`src/rtl/rtc_shadow_counter.sv`:
```
module rtc_shadow_counter #(
  parameter int LAT = 3,
  parameter int AW  = 7
) (
  input  logic          clk,
  input  logic          rst_n,
  input  logic          tick,
  input  logic          bus_we,
  input  logic [AW-1:0] bus_addr,
  input  logic [7:0]    bus_wdata,
  output logic [7:0]    bus_rdata
);
  localparam int NF = 6;
  localparam int CW = $clog2(LAT + 1);
  localparam logic [AW-1:0] LD_BASE = AW'(12);
  localparam logic [AW-1:0] CTL_A   = AW'(18);

  logic [7:0] live [NF];
  logic [7:0] view [NF];
  logic [7:0] stg  [NF];
  logic [7:0] inc  [NF];
  logic       ld_pend, lk_pend, byp;
  logic [CW-1:0] ld_cnt, lk_cnt;

  wire ctl_wr = bus_we && bus_addr == CTL_A;
  wire ld_now = ld_pend && ld_cnt == CW'(1);
  wire lk_now = lk_pend && lk_cnt == CW'(1);
  wire [15:0] day = {live[5], live[4]};
  wire [15:0] day_inc = day + 16'd1;

  always_comb begin
    for (int i = 0; i < NF; i++) inc[i] = live[i];
    if (live[0] >= 8'd99) begin
      inc[0] = 8'd0;
      if (live[1] >= 8'd59) begin
        inc[1] = 8'd0;
        if (live[2] >= 8'd59) begin
          inc[2] = 8'd0;
          if (live[3] >= 8'd23) begin
            inc[3] = 8'd0;
            inc[4] = day_inc[7:0];
            inc[5] = day_inc[15:8];
          end else inc[3] = live[3] + 8'd1;
        end else inc[2] = live[2] + 8'd1;
      end else inc[1] = live[1] + 8'd1;
    end else inc[0] = live[0] + 8'd1;
  end

  always_ff @(posedge clk) begin
    if (!rst_n) begin
      for (int i = 0; i < NF; i++) begin
        live[i] <= '0;
        view[i] <= '0;
        stg[i]  <= '0;
      end
      ld_pend <= 1'b0;
      lk_pend <= 1'b0;
      ld_cnt  <= '0;
      lk_cnt  <= '0;
      byp     <= 1'b0;
    end else begin
      for (int i = 0; i < NF; i++) begin
        if (ld_now) live[i] <= stg[i];
        else if (tick) live[i] <= inc[i];
        if (lk_now) view[i] <= live[i];
        if (bus_we && bus_addr == LD_BASE + AW'(i)) stg[i] <= bus_wdata;
      end
      if (ld_pend) begin
        if (ld_now) ld_pend <= 1'b0;
        else ld_cnt <= ld_cnt - CW'(1);
      end else if (ctl_wr && bus_wdata[0]) begin
        ld_pend <= 1'b1;
        ld_cnt  <= CW'(LAT);
      end
      if (lk_pend) begin
        if (lk_now) lk_pend <= 1'b0;
        else lk_cnt <= lk_cnt - CW'(1);
      end else if (ctl_wr && bus_wdata[1]) begin
        lk_pend <= 1'b1;
        lk_cnt  <= CW'(LAT);
      end
      if (ctl_wr) byp <= bus_wdata[2];
    end
  end

  wire [AW-1:0] ld_off = bus_addr - LD_BASE;

  always_comb begin
    bus_rdata = 8'h00;
    if (bus_addr < AW'(NF))
      bus_rdata = byp ? live[bus_addr[2:0]] : view[bus_addr[2:0]];
    else if (bus_addr >= LD_BASE && bus_addr < LD_BASE + AW'(NF))
      bus_rdata = stg[ld_off[2:0]];
    else if (bus_addr == CTL_A)
      bus_rdata = {5'b0, byp, lk_pend, ld_pend};
  end

  wire [47:0] live_w = {live[5], live[4], live[3], live[2], live[1], live[0]};
  wire [47:0] view_w = {view[5], view[4], view[3], view[2], view[1], view[0]};
  wire [47:0] stg_w  = {stg[5], stg[4], stg[3], stg[2], stg[1], stg[0]};

  p_hold_r2: assert property (@(posedge clk) disable iff (!rst_n)
    !tick && !ld_now |=> live_w == $past(live_w));
  p_cs_wrap_r2: assert property (@(posedge clk) disable iff (!rst_n)
    tick && !ld_now && live[0] == 8'd99 |=> live[0] == 8'd0);
  p_day_wrap_r3: assert property (@(posedge clk) disable iff (!rst_n)
    tick && !ld_now && live_w == 48'hFFFF_17_3B_3B_63 |=> live_w == 48'd0);
  p_load_copy_r5: assert property (@(posedge clk) disable iff (!rst_n)
    $fell(ld_pend) |-> live_w == $past(stg_w));
  p_snap_copy_r6: assert property (@(posedge clk) disable iff (!rst_n)
    $fell(lk_pend) |-> view_w == $past(live_w));
  p_view_hold_r6: assert property (@(posedge clk) disable iff (!rst_n)
    !lk_now |=> view_w == $past(view_w));
endmodule

```
`config.mk`:
```
export PLATFORM = sky130hd
export DESIGN_NAME = rtc_shadow_counter
export DESIGN_NICKNAME = d
export VERILOG_FILES = /design/src/rtl/rtc_shadow_counter.sv
export SDC_FILE = /design/constraint.sdc
export NUM_CORES = 1
export LEC_CHECK = 0
export ABC_AREA = 0
export BUFFER_PORTS_ARGS = -buffer_cell sky130_fd_sc_hd__buf_2
export CORE_MARGIN = 3
export CORE_UTILIZATION = 44
export CTS_BUF_LIST = sky130_fd_sc_hd__clkbuf_16
export DETAILED_ROUTE_END_ITERATION = 16
export MAX_ROUTING_LAYER = met4
export SETUP_SLACK_MARGIN = 0.02
export SYNTH_ARGS = -nofsm -noshare
export SYNTH_HDL_FRONTEND = slang
export SYNTH_SLANG_ARGS = --single-unit
```
`constraint.sdc`:
```
create_clock -name clk -period 3.4 [get_ports clk]
set_input_delay 0.17 -clock clk [delete_from_list [all_inputs] [get_ports clk]]
set_output_delay 0.17 -clock clk [all_outputs]
set_load 0.02 [all_outputs]
```
==> summary.txt <==
status -> finished, final reports clean
Syn Nets -> 666
DR iter-0 viols -> 565
crit share post-route -> 88.4%
CTS resizes -> 0
die span in x -> 141 um
post-detail-place hpwl -> 15.0 mm
placed insts -> 875
Wirelength per Cell -> 22.7 um
post-route insts no fill -> 907
Post-DRT Antenna Nets -> 0
Setup-failing EPs final -> 0
Area Growth Syn to Fin -> 12.7%
Die Ht -> 141 um
max cap viols -> 0
Total GRT Usage -> 21.8%
filler instances -> 1532
RSZ-0062 raised after global routing -> false
worst reg2reg path depth -> 5
Logic pwr share -> 8.5%
sequential fraction of the synthesis area -> 55.9%
gr ovfl total -> 0
CP peak stage delay -> 740 ps
Top FF cell, synth -> edfxtp_1
chain of cells forming the critical path -> clkinv_1, mux2_2, mux2i_1, o22ai_1, buf_2
post-CTS setup buffers -> 0
Leakage -> 3.25 nW
crit path time final -> 3010 ps
Initial Utilization -> 45.5%
CP max-delay cell -> dfxtp_1
number of buffers and inverters on the critical path -> 2
Max Buffers Root-to-Sink -> 2
Final Skew -> 7.84 ps
Final Power -> 4.71 mW
Final Hold Vio Count -> 0
CTS Sinks -> 151
Syn Area/Cell -> 12.5 sq um
number of global-route vias before repair -> 5230
DR vias -> 5356
kind of end point of the critical path -> output port
cell area after synthesis -> 7990 sq um
Async S/R FF share, synth -> 0%
initial antenna violation count -> 0
Synth area leaders -> edfxtp_1 54%, and2_1 8.1%, mux4_2 6.8%, mux2i_1 2.8%, nand2_1 2.1%
std cell rows -> 48
Max H-tree Level -> 4
Yosys warning count -> 0
Unique masters post-synth -> 63
# DRC -> 0
FF-to-FF setup slack -> 550 ps
EDFF count, synth -> 144
critical path fanouts, max -> 15
DIE AREA -> 19800 sq um
pre-CTS setup slack -> 596 ps
Setup CP Type -> flop to output port
via/cell ratio -> 5.91
Synth Instances -> 640
Routed WL -> 20.6 mm
port bufs -> 26
reg2reg start -> live[0][0]$_SDFFCE_PP0P_
Switch Pwr -> 1.09 mW
CTS root buf -> clkbuf_16
WP data arrival -> 2840 ps
Clk Latency, worst-skew pair -> 430 ps
final max-slew violation count -> 0
final worst setup slack -> 394 ps
PwrDens -> 523 nW/um^2
drt first pass iters -> 6
first-pass GRT wire length -> 31.2 mm
layout cells sized above 1 -> 17.6%
Peak VDD IR -> 0.345 mV
Slew @ Worst Pin -> 1200 ps
Non-Filler Cell Area, Final -> 9000 sq um
Worst Setup Start Kind -> flop
core box area -> 17500 sq um
Setup TNS -> 0 ps
Cell Int Power -> 3.62 mW
Ant. Diodes -> 0
max frequency -> 333 MHz
largest area contributor in the netlist -> edfxtp_1
boundary pin count -> 27
Switching Fraction -> 23.2%
dpl cell area -> 8360 sq um
Hold Buf Count CTS -> 0
CTS tree -> built
max_slew headroom -> 19.3%
sequential power share -> 48.2%
CP top delay family -> multiplexers
GPL Wtd Cong -> 0.902
Clk network pwr share -> 43.3%
Req. time, crit path -> 3230 ps
worst reg2reg path endpoint -> live[4][3]$_SDFFCE_PP0P_
hold path endpoint -> stg[4][7]$_SDFFCE_PN0P_
Hold Path Class -> primary input to flop
Final #Nets -> 695
largest net degree at the start of global routing -> 49
Reg clk slew, reported paths -> 60 ps
Hold Crit Start -> bus_wdata[7]
CTS Buf Count -> 17
Yosys top cell area share -> 54.1%
#FFs+latches synth -> 151
hold path depth -> 2
[worst reg2reg max path: stages (launching register included)]
cell and delay, ps:
edfxtp_1 440, ha_1 270, or4_4 560, a2111oi_4 560, a21oi_1 340, and4_2 410
[registers in the layout, summed over array words and instances (netlist names)]
signal,flops
byp,1
ld_cnt,2
ld_pend,1
live,48
lk_cnt,2
lk_pend,1
stg,48
view,48
[logic make-up after synthesis]
| group | after synthesis | synth area share [%] |
|---|---|---|
| AOI/OAI and AO/OA | 101 | 8.74 |
| xor gates and xnor gates | 24 | 2.63 |
| adders and majority gates | 7 | 1.10 |
| buffers and inverters | 41 | 2.29 |
| DFF | 151 | 55.9 |
| muxes | 59 | 11.5 |
| and+or+nand+nor | 257 | 17.8 |
[placed cells by master (no fill, tap or decap), types with 3 or more instances in the layout]
cell,instances
nand2b_1,3
buf_4,14
a2bb2oi_1,12
nand4_1,6
xnor2_1,16
nand2_1,43
dfxtp_1,7
mux2_2,12
o22ai_1,5
nor2_1,36
inv_1,11
a21oi_1,20
nor2b_1,7
a31oi_1,4
mux2i_1,22
edfxtp_1,144
buf_2,26
nand3b_1,4
and2_1,104
nor4_1,6
ha_1,7
xor2_1,8
clkbuf_16,17
o31ai_1,4
mux4_2,24
a32oi_1,7
nand3_1,15
bufinv_16,5
nor3_1,9
and3_1,6
o21ai_0,25
a22oi_1,7
clkinv_1,4
[power groups by stage]
| stage | combinational, mW | clock, mW | sequential [mW] |
|---|---|---|---|
| after global placement | 0.388 | 0 | 2.30 |
| after floorplan | 0.281 | 0 | 2.25 |
| after detailed placement | 0.394 | 0 | 2.30 |
| after CTS | 0.397 | 2.06 | 2.26 |
| after global routing | 0.431 | 2.13 | 2.28 |
| final | 0.398 | 2.04 | 2.27 |
[routing by layer]
metal / vias to the layer above / share of wire, % / global-route usage, %
met2: 228 / 45 / 31.3
met1: 2622 / 45 / 31.6
met5: - / 0 / -
met3: 34 / 7.4 / 4.24
li1: 2472 / - / -
met4: 0 / 2.0 / 6.48
[stage by stage]
stage	utilization, %	hold slack [ps]
detailed placement	47.7	481
global route	51.3	136
floorplan	-	331
global placement	47.7	454
finish	51.3	128
CTS	51.3	126
[Yosys cell counts (7+ instances only)]
master,instances
o21ai_0,25
a2bb2oi_1,12
xnor2_1,16
ha_1,7
edfxtp_1,144
mux4_2,24
nand2_1,44
nor3_1,9
nand3_1,15
mux2_2,12
buf_2,8
a32oi_1,7
nor2_1,36
a21oi_1,20
nor2b_1,7
dfxtp_1,7
mux2i_1,22
a22oi_1,7
clkbuf_1,16
and2_1,104
xor2_1,8
inv_1,10
[layout make-up]
cell class / instances / area (sq um) / share of cell area, %
Clock buffer: 17 / 425 / 4.73
Clock inverter: 15 / 209 / 2.32
Tap cell: 225 / 282 / 3.13
Timing Repair Buffer: 40 / 235 / 2.61
Sequential cell: 151 / 4460 / 49.6
Inverter: 11 / 41.3 / 0.459
Multi-Input combinational cell: 448 / 3340 / 37.1
[how the worst max path moves through the flow]
stage	end	from	cells past startpoint	slack, ps
global route	bus_rdata[2]	byp$_SDFFE_PN0P_	5	250
floorplan	live[4][0]$_SDFFCE_PP0P_	live[0][0]$_SDFFCE_PP0P_	5	880
CTS	bus_rdata[5]	byp$_SDFFE_PN0P_	5	390
detailed placement	live[5][3]$_DFFE_PP_	live[0][0]$_SDFFCE_PP0P_	5	600
global placement	live[4][5]$_SDFFCE_PP0P_	live[0][0]$_SDFFCE_PP0P_	5	630
finish	bus_rdata[5]	byp$_SDFFE_PN0P_	5	390
No activity file was read; power rests on OpenSTA's default activity.
